==> config.mk <==
export PLATFORM = sky130hd
export DESIGN_NAME = img_line_addr_gen
export DESIGN_NICKNAME = d
export VERILOG_FILES = /design/src/rtl/idg_pkg.sv /design/src/rtl/idg_desc_slot.sv /design/src/rtl/idg_loop_ctr.sv /design/src/rtl/idg_addr_calc.sv /design/src/rtl/img_line_addr_gen.sv
export SDC_FILE = /design/constraint.sdc
export NUM_CORES = 1
export LEC_CHECK = 0
export BUFFER_PORTS_ARGS = -buffer_cell sky130_fd_sc_hd__buf_4
export CAP_MARGIN = 20
export CORE_ASPECT_RATIO = 0.5
export CORE_MARGIN = 8
export CORE_UTILIZATION = 48
export DETAILED_ROUTE_END_ITERATION = 10
export PLACE_DENSITY = 0.75
export SYNTH_ARGS = -nofsm -noshare
export SYNTH_HDL_FRONTEND = slang
export SYNTH_HIERARCHICAL = 1
export SYNTH_SLANG_ARGS = --single-unit
==> constraint.sdc <==
create_clock -name clk -period 6.65 [get_ports clk]
set_input_delay 0.9975 -clock clk [delete_from_list [all_inputs] [get_ports clk]]
set_output_delay 0.9975 -clock clk [all_outputs]
set_load 0.03 [all_outputs]
==> src/rtl/idg_pkg.sv <==
package idg_pkg;
    typedef enum logic [3:0] {
        OP_NOP      = 4'd0,
        OP_SET_BASE = 4'd1,
        OP_SET_LPP  = 4'd2,
        OP_LINE_CLR = 4'd3,
        OP_LINE_ADD = 4'd4,
        OP_PAGE_CLR = 4'd5,
        OP_PAGE_ADD = 4'd6,
        OP_EMIT     = 4'd7,
        OP_CTR_LOAD = 4'd8,
        OP_CTR_ADD  = 4'd9,
        OP_CTR_TEST = 4'd10
    } idg_op_e;
endpackage

==> src/rtl/idg_desc_slot.sv <==
module idg_desc_slot
    import idg_pkg::*;
#(
    parameter int ADDR_W = 10,
    parameter int PAGE_W = 3
) (
    input  logic              clk,
    input  logic              rst_n,
    input  logic              sel_i,
    input  logic [3:0]        op_i,
    input  logic [ADDR_W-1:0] val_i,
    output logic [ADDR_W-1:0] base_o,
    output logic [ADDR_W-1:0] lpp_o,
    output logic [ADDR_W-1:0] line_o,
    output logic [PAGE_W-1:0] page_o,
    output logic              ovf_o
);
    typedef struct packed {
        logic [ADDR_W-1:0] base;
        logic [ADDR_W-1:0] lpp;
        logic [ADDR_W-1:0] line;
        logic [PAGE_W-1:0] page;
        logic              ovf;
    } slot_t;

    slot_t st_d, st_q;
    logic [ADDR_W:0] line_sum;
    logic [PAGE_W:0] page_sum;

    assign line_sum = {1'b0, st_q.line} + {1'b0, val_i};
    assign page_sum = {1'b0, st_q.page} + {1'b0, val_i[PAGE_W-1:0]};

    always_comb begin
        st_d = st_q;
        if (sel_i) begin
            case (op_i)
                OP_SET_BASE: st_d.base = val_i;
                OP_SET_LPP:  st_d.lpp  = val_i;
                OP_LINE_CLR: st_d.line = '0;
                OP_LINE_ADD: begin
                    st_d.line = line_sum[ADDR_W-1:0];
                    if (line_sum[ADDR_W]) st_d.ovf = 1'b1;
                end
                OP_PAGE_CLR: st_d.page = '0;
                OP_PAGE_ADD: begin
                    st_d.page = page_sum[PAGE_W-1:0];
                    if (page_sum[PAGE_W]) st_d.ovf = 1'b1;
                end
                default: ;
            endcase
        end
    end

    always_ff @(posedge clk or negedge rst_n) begin
        if (!rst_n) st_q <= '0;
        else        st_q <= st_d;
    end

    assign base_o = st_q.base;
    assign lpp_o  = st_q.lpp;
    assign line_o = st_q.line;
    assign page_o = st_q.page;
    assign ovf_o  = st_q.ovf;

    AST_LINE_CLR: assert property (@(posedge clk) disable iff (!rst_n)
        (sel_i && op_i == OP_LINE_CLR) |=> (line_o == '0));
    AST_PAGE_STEP: assert property (@(posedge clk) disable iff (!rst_n)
        (sel_i && op_i == OP_PAGE_ADD) |=> (page_o == $past(page_o + val_i[PAGE_W-1:0])));
    AST_OVF_STICKY: assert property (@(posedge clk) disable iff (!rst_n)
        ovf_o |=> ovf_o);
    AST_UNSEL_HOLD: assert property (@(posedge clk) disable iff (!rst_n)
        !sel_i |=> ($stable(base_o) && $stable(lpp_o) && $stable(line_o) && $stable(page_o)));
endmodule

==> src/rtl/idg_loop_ctr.sv <==
module idg_loop_ctr
    import idg_pkg::*;
#(
    parameter int CNT_W = 8
) (
    input  logic             clk,
    input  logic             rst_n,
    input  logic             sel_i,
    input  logic [3:0]       op_i,
    input  logic [CNT_W-1:0] val_i,
    output logic [CNT_W-1:0] cnt_o,
    output logic             ovf_o,
    output logic             eq_o,
    output logic             zero_o
);
    typedef struct packed {
        logic [CNT_W-1:0] cnt;
        logic             ovf;
    } ctr_t;

    ctr_t st_d, st_q;
    logic [CNT_W:0] sum;
    logic           testing;

    assign sum     = {1'b0, st_q.cnt} + {1'b0, val_i};
    assign testing = sel_i && (op_i == OP_CTR_TEST);

    always_comb begin
        st_d = st_q;
        if (sel_i) begin
            case (op_i)
                OP_CTR_LOAD: st_d.cnt = val_i;
                OP_CTR_ADD: begin
                    st_d.cnt = sum[CNT_W-1:0];
                    if (sum[CNT_W]) st_d.ovf = 1'b1;
                end
                default: ;
            endcase
        end
    end

    always_ff @(posedge clk or negedge rst_n) begin
        if (!rst_n) st_q <= '0;
        else        st_q <= st_d;
    end

    assign cnt_o  = st_q.cnt;
    assign ovf_o  = st_q.ovf;
    assign eq_o   = testing && (st_q.cnt == val_i);
    assign zero_o = testing && (st_q.cnt == '0);

    AST_CTR_LOAD: assert property (@(posedge clk) disable iff (!rst_n)
        (sel_i && op_i == OP_CTR_LOAD) |=> (cnt_o == $past(val_i)));
    AST_TEST_NO_CHANGE: assert property (@(posedge clk) disable iff (!rst_n)
        testing |=> $stable(cnt_o));
    AST_CTR_OVF_STICKY: assert property (@(posedge clk) disable iff (!rst_n)
        ovf_o |=> ovf_o);
endmodule

==> src/rtl/idg_addr_calc.sv <==
module idg_addr_calc #(
    parameter int NUM_DESC = 8,
    parameter int ADDR_W   = 10,
    parameter int PAGE_W   = 3,
    parameter int IDX_W    = 3
) (
    input  logic [IDX_W-1:0]                 idx_i,
    input  logic [NUM_DESC-1:0][ADDR_W-1:0]  base_i,
    input  logic [NUM_DESC-1:0][ADDR_W-1:0]  lpp_i,
    input  logic [NUM_DESC-1:0][ADDR_W-1:0]  line_i,
    input  logic [NUM_DESC-1:0][PAGE_W-1:0]  page_i,
    output logic [ADDR_W-1:0]                addr_o
);
    localparam int PROD_W = ADDR_W + PAGE_W;

    logic [PROD_W-1:0] prod;

    always_comb begin
        prod   = {{ADDR_W{1'b0}}, page_i[idx_i]} * {{PAGE_W{1'b0}}, lpp_i[idx_i]};
        addr_o = base_i[idx_i] + prod[ADDR_W-1:0] + line_i[idx_i];
    end
endmodule

==> src/rtl/img_line_addr_gen.sv <==
module img_line_addr_gen
    import idg_pkg::*;
#(
    parameter int NUM_DESC = 8,
    parameter int ADDR_W   = 10,
    parameter int PAGE_W   = 3,
    parameter int CNT_W    = 8,
    parameter int NUM_CTR  = 2
) (
    input  logic                clk,
    input  logic                rst_n,
    input  logic                cmd_valid_i,
    input  logic [3:0]          cmd_op_i,
    input  logic [$clog2(NUM_DESC)-1:0] cmd_desc_i,
    input  logic [$clog2(NUM_CTR)-1:0]  cmd_ctr_i,
    input  logic [ADDR_W-1:0]   cmd_val_i,
    output logic [ADDR_W-1:0]   addr_o,
    output logic                addr_vld_o,
    output logic                test_eq_o,
    output logic                test_zero_o,
    output logic [NUM_DESC-1:0] desc_ovf_o,
    output logic [NUM_CTR-1:0]  ctr_ovf_o
);
    localparam int IDX_W = $clog2(NUM_DESC);
    localparam int SEL_W = $clog2(NUM_CTR);

    logic [NUM_DESC-1:0][ADDR_W-1:0] base_w, lpp_w, line_w;
    logic [NUM_DESC-1:0][PAGE_W-1:0] page_w;
    logic [NUM_CTR-1:0][CNT_W-1:0]   cnt_w;
    logic [NUM_CTR-1:0]              eq_w, zero_w;
    logic [ADDR_W-1:0]               calc_addr;

    for (genvar g = 0; g < NUM_DESC; g++) begin : g_slot
        idg_desc_slot #(.ADDR_W(ADDR_W), .PAGE_W(PAGE_W)) slot_i (
            .clk   (clk),
            .rst_n (rst_n),
            .sel_i (cmd_valid_i && (cmd_desc_i == IDX_W'(g))),
            .op_i  (cmd_op_i),
            .val_i (cmd_val_i),
            .base_o(base_w[g]),
            .lpp_o (lpp_w[g]),
            .line_o(line_w[g]),
            .page_o(page_w[g]),
            .ovf_o (desc_ovf_o[g])
        );
    end

    for (genvar c = 0; c < NUM_CTR; c++) begin : g_ctr
        idg_loop_ctr #(.CNT_W(CNT_W)) ctr_i (
            .clk   (clk),
            .rst_n (rst_n),
            .sel_i (cmd_valid_i && (cmd_ctr_i == SEL_W'(c))),
            .op_i  (cmd_op_i),
            .val_i (cmd_val_i[CNT_W-1:0]),
            .cnt_o (cnt_w[c]),
            .ovf_o (ctr_ovf_o[c]),
            .eq_o  (eq_w[c]),
            .zero_o(zero_w[c])
        );
    end

    idg_addr_calc #(
        .NUM_DESC(NUM_DESC), .ADDR_W(ADDR_W), .PAGE_W(PAGE_W), .IDX_W(IDX_W)
    ) calc_i (
        .idx_i (cmd_desc_i),
        .base_i(base_w),
        .lpp_i (lpp_w),
        .line_i(line_w),
        .page_i(page_w),
        .addr_o(calc_addr)
    );

    typedef struct packed {
        logic [ADDR_W-1:0] addr;
        logic              vld;
    } out_t;

    out_t out_d, out_q;

    always_comb begin
        out_d     = out_q;
        out_d.vld = cmd_valid_i && (cmd_op_i == OP_EMIT);
        if (out_d.vld) out_d.addr = calc_addr;
    end

    always_ff @(posedge clk or negedge rst_n) begin
        if (!rst_n) out_q <= '0;
        else        out_q <= out_d;
    end

    assign addr_o      = out_q.addr;
    assign addr_vld_o  = out_q.vld;
    assign test_eq_o   = |eq_w;
    assign test_zero_o = |zero_w;

    AST_STROBE_CAUSE: assert property (@(posedge clk) disable iff (!rst_n)
        addr_vld_o |-> $past(cmd_valid_i && cmd_op_i == OP_EMIT));
    AST_ADDR_HOLD: assert property (@(posedge clk) disable iff (!rst_n)
        !addr_vld_o |-> $stable(addr_o));
    AST_IDLE_NO_STROBE: assert property (@(posedge clk) disable iff (!rst_n)
        !cmd_valid_i |=> !addr_vld_o);
    AST_FLAGS_ONE_CTR: assert property (@(posedge clk) disable iff (!rst_n)
        $countones(eq_w) <= 1);
endmodule

==> summary.md, run 1 <==
| Metric | Value |
|---|---|
| Required time worst endpoint | 7.12 ns |
| Core Rows | between 50 and 60 |
| Die area | roughly 0.049 mm^2 |
| Leak Pwr | slightly above 10 nW |
| Max Root-Sink Buffers | 3 |
| Post-CTS setup buffers | 0 |
| Final Max Tran Viols | 0 |
| First-pass GRT wire length | 81400 um |
| FF-to-FF Start | g_slot[1].slot_i/page_o[1] |
| Worst setup SP type | primary input |
| CP Max Fanout | 24 |
| Final setup fails | 0 |
| Placed Instances | ~2300 |
| Power Density | 238 mW/mm^2 |
| Worst slew margin | between 30% and 40% |
| CTS Root Cell | clkbuf_16 |
| Clock share of power | a little under a third |
| Synthesized cell area | approximately 0.02 mm^2 |
| Vias per cell | 6.22 |
| Outcome | complete, no violations |
| Unrepaired setup endpoints after global routing | no |
| Syn nets | roughly 2000 |
| Max-Cap Viols | 0 |
| 1st-iter DRT viols | approximately 1300 |
| M2 GR Usage | between 30% and 40% |
| Die H | ~160 um |
| Share of layout cells above drive strength 1 | a little over a fifth |
| Mapped Cells | 1761 |
| Clk_skew | around 0.015 ns |
| Drt first pass iters | 5 |
| All-Layer GR Usage | just over 20% |
| DP Worst Slack | between 0.5 and 0.6 ns |
| Fmax | around 180 MHz |
| Power, Total | a little over 5 mW |
| Global route hottest layer | met2 |
| Total grt overflow | 0 |
| Avg Cell Area, Syn | 11.3 um^2 |
| Combinational cell fraction of total power | a little over a quarter |
| Routability congestion estimate | 0.874 |
| Synth Flop Type | dfrtp_1 |
| Final cell count without fillers | around 2300 |
| Vias after detailed routing | about 15000 |
| GRT met3 Usage | just under 4% |
| Dpl hpwl | around 35000 um |
| Fin Setup TNS | 0 ns |
| Flops & latches, synth | 301 |
| H-tree Lvls | 1 |
| Switching Share | a little under a third |
| Distinct cells, synth | between 70 and 80 |
| Yosys top cell by area | dfrtp_1 |
| Sequential area share after synthesis | between 30% and 40% |
| Die Span X | 304 um |
| Synthesis-to-finish area growth | 8.52% |
| Final min period | roughly 5.5 ns |
| Crit path DAT | 5.93 ns |
| Clk Latency, worst-skew pair | ~0.58 ns |
| Nets | just under 2000 |
| Final worst setup slack | between 1 and 1.5 ns |
| HP Class | in -> async |
| Clk slew on worst S/H paths | ~0.07 ns |
| Worst slew pin tran | 0.949 ns |
| CP Capture Type | register |
| Worst vdd ir | 0.207 mV |
| Crit Path Category | in -> reg |
| Total CTS buffers | 29 |
| Critical R2R Capture | addr_o[9] |
| Residual DRC count | 0 |
| Number of flops mapped to enable cells by yosys | 0 |
| Synth area leaders | dfrtp_1 (38%), mux2_2 (8.7%), ha_1 (8.3%), mux4_2 (7.3%), fa_1 (4.1%) |
| Initial core utilization | 49.0% |
| Syn. warnings | 6 |
| # diodes | 0 |
| Fin. Hold Viols | 0 |
| Reg2Reg Depth | 14 |
| CTS sink count | 301 |
| Crit path from | cmd_desc_i[0] |
| Initial antenna violation count | 0 |
| Number of I/O port buffers | between 40 and 50 |
| Post-CTS Hold Buffers | 0 |
| # IOs | 44 |
| Share of the synthesized area in the top cell type | 37.8% |
| R2r setup slk | 1.66 ns |
| Fin util | 53.2% |
| Largest net degree at the start of global routing | around 130 |
| Share of power burned in registers | between 40% and 50% |
| CTS tree | built |
| ANT nets after route | 0 |
| Final Cycle Share | between 80 and 90% |
| CP endpoint | addr_o[9] |
| Core Footprint | 0.0407 mm^2 |
| Post-cts resize count | 0 |
| Psw | 1.65 mW |
| Wire per inst | roughly 21 um |
| Met1 global-route usage | 27.5% |
| Drt total wl | 50300 um |
| Async SR Flop Fraction | between 90% and 100% |
| Vias in the first global route | 14800 |
| Internal power | around 3.5 mW |
-- Yosys cell counts (9+ instances only) --
| master | count |
|---|---|
| a21oi_1 | 48 |
| xnor2_1 | 50 |
| or3_1 | 15 |
| nand3b_1 | 32 |
| o21ai_0 | 122 |
| a31oi_1 | 34 |
| a22o_1 | 56 |
| inv_1 | 70 |
| nor2b_1 | 47 |
| o21ai_1 | 11 |
| mux4_2 | 65 |
| mux2_4 | 9 |
| and3_1 | 12 |
| nor4_1 | 12 |
| ha_1 | 132 |
| xor2_1 | 13 |
| o21a_1 | 20 |
| nor2_1 | 89 |
| buf_2 | 40 |
| nand2_1 | 108 |
| o31ai_1 | 14 |
| o22ai_1 | 10 |
| nor3_1 | 19 |
| a32o_1 | 10 |
| a211oi_1 | 14 |
| and2_1 | 13 |
| fa_1 | 41 |
| dfrtp_1 | 301 |
| mux2i_1 | 33 |
| a21o_1 | 33 |
| mux2_2 | 154 |
-- worst min path at each step --
stage,startpoint,endpoint,slack [ns],cells past startpoint
after floorplan,g_slot[2].slot_i/base_o[1],g_slot[2].slot_i/base_o[1],0.44,2
after global placement,g_slot[6].slot_i/lpp_o[1],g_slot[6].slot_i/lpp_o[1],0.46,2
after detailed placement,g_slot[5].slot_i/base_o[1],g_slot[5].slot_i/base_o[1],0.47,2
after CTS,g_slot[5].slot_i/base_o[1],g_slot[5].slot_i/base_o[1],0.48,2
after global routing,g_ctr[0].ctr_i/ovf_o,g_ctr[0].ctr_i/ovf_o,0.51,1
final,rst_n,g_ctr[1].ctr_i/cnt_o[6],0.45,1
-- registers in the layout, summed over array words and instances, names as in the netlist --
| name | count |
|---|---|
| addr_o | 10 |
| addr_vld_o | 1 |
| g_ctr.ctr_i/ovf_o | 2 |
| g_slot.slot_i/page_o | 24 |
| g_ctr.ctr_i/cnt_o | 16 |
| g_slot.slot_i/ovf_o | 8 |
| g_slot.slot_i/base_o | 80 |
| g_slot.slot_i/line_o | 80 |
| g_slot.slot_i/lpp_o | 80 |
-- power groups by stage --
| stage | clock, mW | sequential (mW) | combinational [mW] |
|---|---|---|---|
| after global routing | 1.68 | 2.19 | 1.56 |
| after floorplan | 0 | 2.21 | 0.961 |
| after global placement | 0 | 2.19 | 1.37 |
| after detailed placement | 0 | 2.20 | 1.40 |
| final | 1.59 | 2.17 | 1.40 |
| after CTS | 1.62 | 2.17 | 1.41 |
-- area by class of cell --
cell class              instances  area, um^2
clock inverters                12        83.8
multi-input cells            1337       11900
repair buffers                 53         418
clock buffers                  36         802
flip-flops and latches        301        7530
fillers                      3446       19100
well taps                     540         676
inverters                      70         263
-- cell families after synthesis --
logic type,after synthesis,synth area share (%)
muxes,265,18.8
adders and majority gates,173,12.4
AOI/OAI and AO/OA,423,14.4
xor gates and xnor gates,64,2.88
buffers and inverters,123,2.72
and+or+nand+nor,412,11.1
DFF,301,37.8
-- per-layer routing --
metal | vias to the layer above | part of all wire, %
li1 | 6678 | -
met1 | 7409 | 44
met2 | 418 | 46
met3 | 100 | 6.4
met4 | 0 | 3.2
met5 | - | 0
-- layout by cell type (no fill, tap or decap), types with 12 or more instances in the layout --
cell | Yosys | routed
a21oi_1 | 48 | 48
xor2_1 | 13 | 13
or3_1 | 15 | 15
clkbuf_16 | 0 | 29
a22o_1 | 56 | 56
a211oi_1 | 14 | 14
fa_1 | 41 | 41
nor2_1 | 89 | 89
dfrtp_1 | 301 | 301
nand3b_1 | 32 | 32
and2_1 | 13 | 13
mux2i_1 | 33 | 33
nor3_1 | 19 | 19
nor4_1 | 12 | 12
o31ai_1 | 14 | 14
o21a_1 | 20 | 20
a31oi_1 | 34 | 34
xnor2_1 | 50 | 50
inv_1 | 70 | 70
nor2b_1 | 47 | 47
and3_1 | 12 | 12
buf_4 | 2 | 51
mux4_2 | 65 | 65
mux2_2 | 154 | 154
o21ai_0 | 122 | 122
ha_1 | 132 | 132
a21o_1 | 33 | 33
nand2_1 | 108 | 108
-- worst max-delay path, stage by stage --
cell and delay [ns]:
buf_4 0.42, mux4_2 0.59, mux2i_2 0.43, or2_1 0.20
fa_1 0.45, fa_1 0.52, fa_1 0.54, fa_1 0.47
nor2b_1 0.13, o21ai_1 0.09, a21boi_1 0.18, o21ai_0 0.12
a21oi_1 0.14, xnor3_1 0.38, mux2_2 0.26
-- stage by stage --
step / cell area [um^2] / hold WS (ns)
floorplan: 20000 / 0.445
global placement: 20800 / 0.457
detailed placement: 20800 / 0.469
CTS: 21700 / 0.484
global route: 21700 / 0.508
finish: 21700 / 0.454
Power figures use the tool's default switching activity.
==> run 2, diff against run 1 <==
==> constraint.sdc (replaced) <==
create_clock -name clk -period 5.5 [get_ports clk]
set_input_delay 0.825 -clock clk [delete_from_list [all_inputs] [get_ports clk]]
set_output_delay 0.825 -clock clk [all_outputs]
set_load 0.03 [all_outputs]
==> run 2 against run 1 <==
  * Non-clock buffer count increased by 17
  * Global-route usage increased by 0.59 points
  * Sequential share of layout area decreased by 0.59 points
  * Power increased by 29%
  * Clock power increased by 44%
==> summary.md, run 2 (synthesized netlist as in run 1, its figures left out) <==
| Metric | Value |
|---|---|
| Commonest non-fill, non-tap cell in the layout | dfrtp_1 |
| Die H | 160 um (unchanged) |
| HP Class | in -> async |
| Worst setup SP type | primary input |
| Dpl hpwl | 35800 um (+3.0%) |
| CTS Root Cell | clkbuf_16 |
| Vias in the first global route | 15100 (+1.5%) |
| H-tree Lvls | 1 (unchanged) |
| Total CTS buffers | 30 (+3.4%) |
| Commonest cells after routing, fill and taps aside | dfrtp_1 (301), mux2_2 (154), ha_1 (132) |
| ANT nets after route | 0 (unchanged) |
| Switching Share | 30.9% (-0.95 points) |
| Required time worst endpoint | 5.98 ns (-1.14 ns) |
| Vias per cell | 6.23 (+0.23%) |
| Die area | 0.0487 mm^2 (unchanged) |
| Residual DRC count | 0 (unchanged) |
| Core Rows | 52 (unchanged) |
| Worst slew margin | 34.5% (-1.8 points) |
| CP Max Fanout | 15 (-38%) |
| Max-Cap Viols | 0 (unchanged) |
| All-Layer GR Usage | 20.9% (+0.59 points) |
| Met2 wire length | 23600 um (+1.6%) |
| Final Cycle Share | about nine tenths |
| Worst vdd ir | 0.248 mV (+19%) |
| Drt total wl | 51800 um (+2.8%) |
| Routability congestion estimate | 0.911 (+4.2%) |
| M1 WL | 23100 um (+3.3%) |
| Psw | 2.06 mW (+25%) |
| Total grt overflow | 0 (unchanged) |
| Post-CTS Hold Buffers | 0 (unchanged) |
| Core Footprint | 0.0407 mm^2 (unchanged) |
| Clk Latency, worst-skew pair | 0.59 ns (about the same) |
| Crit Path Category | in -> reg |
| Top routing layer in use | met4 |
| Final cell count without fillers | 2374 (+1.1%) |
| Fmax | just over 200 MHz |
| 1st-iter DRT viols | 1312 (+1.6%) |
| Worst slew pin tran | 0.976 ns (+0.0271 ns) |
| Max Root-Sink Buffers | 3 (unchanged) |
| Fin. Hold Viols | 0 (unchanged) |
| # IOs | 44 (unchanged) |
| Crit path DAT | 5.45 ns (-0.48 ns) |
| Clk slew on worst S/H paths | 0.07 ns (about the same) |
| Drt first pass iters | 5 (unchanged) |
| Combinational cell fraction of total power | 26.2% (-1.0 points) |
| CP Capture Type | register |
| Number of I/O port buffers | 43 (unchanged) |
| Initial core utilization | 49.0% (unchanged) |
| Final Max Tran Viols | 0 (unchanged) |
| Unrepaired setup endpoints after global routing | no |
| Final min period | between 4 and 5 ns |
| Initial antenna violation count | 0 (unchanged) |
| Synthesis-to-finish area growth | 10.4% |
| Clock share of power | 34.4% (+3.6 points) |
| R2r setup slk | 0.62 ns (-1.04 ns) |
| Die Span X | 304 um (unchanged) |
| Largest net degree at the start of global routing | 124 (-3.9%) |
| Leak Pwr | 10.6 nW (+1.8%) |
| Final setup fails | 0 (unchanged) |
| Post-CTS setup buffers | 0 (unchanged) |
| CTS tree | built |
| Post-cts resize count | 0 (unchanged) |
| # diodes | 0 (unchanged) |
| Share of power burned in registers | 39.4% (-2.6 points) |
| Clk_skew | 0.0177 ns (+0.00250 ns) |
| Outcome | complete, no violations |
| Power Density | 302 mW/mm^2 (+27%) |
| Internal power | 4.60 mW (+31%) |
| First-pass GRT wire length | 83400 um (+2.5%) |
| Placed Instances | 2318 (+0.74%) |
| Fin Setup TNS | 0 ns (unchanged) |
| Design area | 0.0220 mm^2 (+1.7%) |
| Vias after detailed routing | 14800 (+1.3%) |
| Nets | 2004 (+0.91%) |
| Wire per inst | 21.8 um (+1.8%) |
| Share of layout cells above drive strength 1 | 21.9% (+0.86 points) |
| CTS sink count | 301 (unchanged) |
| DR WL met3 | 3320 um (+2.8%) |
| Placed cell areas | 0.0209 mm^2 (+0.73%) |
[run 2: cell count changes in the layout (fill, tap and decap cells not counted), sizes merged]
cell,delta
bufinv,+5
clkbuf,+8
clkinv,-5
buf,+17
[run 2: layout make-up]
class	instances	area [um^2]
Sequential cell	301	7530
Timing Repair Buffer	70	571
Inverter	70	263
Clock inverter	12	223
Multi-Input combinational cell	1337	11900
Fill cell	3425	18700
Clock buffer	44	883
Tap cell	540	676
[run 2: layer usage]
metal / GRT usage (%) / up-vias
met4: 7.09 / 0
li1: - / 6725
met5: 0 / -
met2: 33.4 / 488
met3: 3.76 / 121
met1: 28.6 / 7461
[run 2: path summary, 6_finish.rpt]
path | startpoint | end | depth (start not counted)
worst max-delay path | cmd_desc_i[0] | addr_o[9] | 15
worst min-delay path | rst_n | g_ctr[1].ctr_i/cnt_o[6] | 1
worst max register to register | g_slot[3].slot_i/page_o[1] | addr_o[9] | 14
worst min register to register | g_ctr[0].ctr_i/ovf_o | g_ctr[0].ctr_i/ovf_o | 1
max in group asynchronous | rst_n | g_slot[7].slot_i/base_o[2] | 2
min in group clk | g_ctr[0].ctr_i/ovf_o | g_ctr[0].ctr_i/ovf_o | 1
[run 2: critical path, cell delays in order]
cell and delay, ns:
buf_4 0.26, mux4_2 0.53, mux2i_1 0.29, or2_1 0.18
fa_1 0.45, fa_1 0.52, fa_1 0.55, fa_1 0.47
nor2b_1 0.13, o21ai_1 0.10, a21boi_1 0.18, o21ai_0 0.11
a21oi_1 0.15, xnor3_1 0.41, mux2_2 0.27
[run 2: power by group through the flow]
| stage | sequential, mW | clock, mW | combinational (mW) |
|---|---|---|---|
| 2_1_floorplan | 2.67 | 0 | 1.16 |
| 4_1_cts | 2.62 | 2.33 | 1.75 |
| 6_report | 2.63 | 2.29 | 1.75 |
| 3_5_place_dp | 2.66 | 0 | 1.74 |
| 3_3_place_gp | 2.65 | 0 | 1.69 |
| 5_1_grt | 2.66 | 2.41 | 1.93 |
[run 2: metrics by stage]
stage	util, %	hold WS, ns	power [mW]	setup WS [ns]
detailed placement	51.4	0.465	4.40	-0.0721
floorplan	-	0.445	3.84	0.0371
global route	54.1	0.324	7.00	0.326
CTS	54.1	0.297	6.70	0.527
finish	54.1	0.277	6.66	0.529
global placement	51.4	0.460	4.34	0.0468
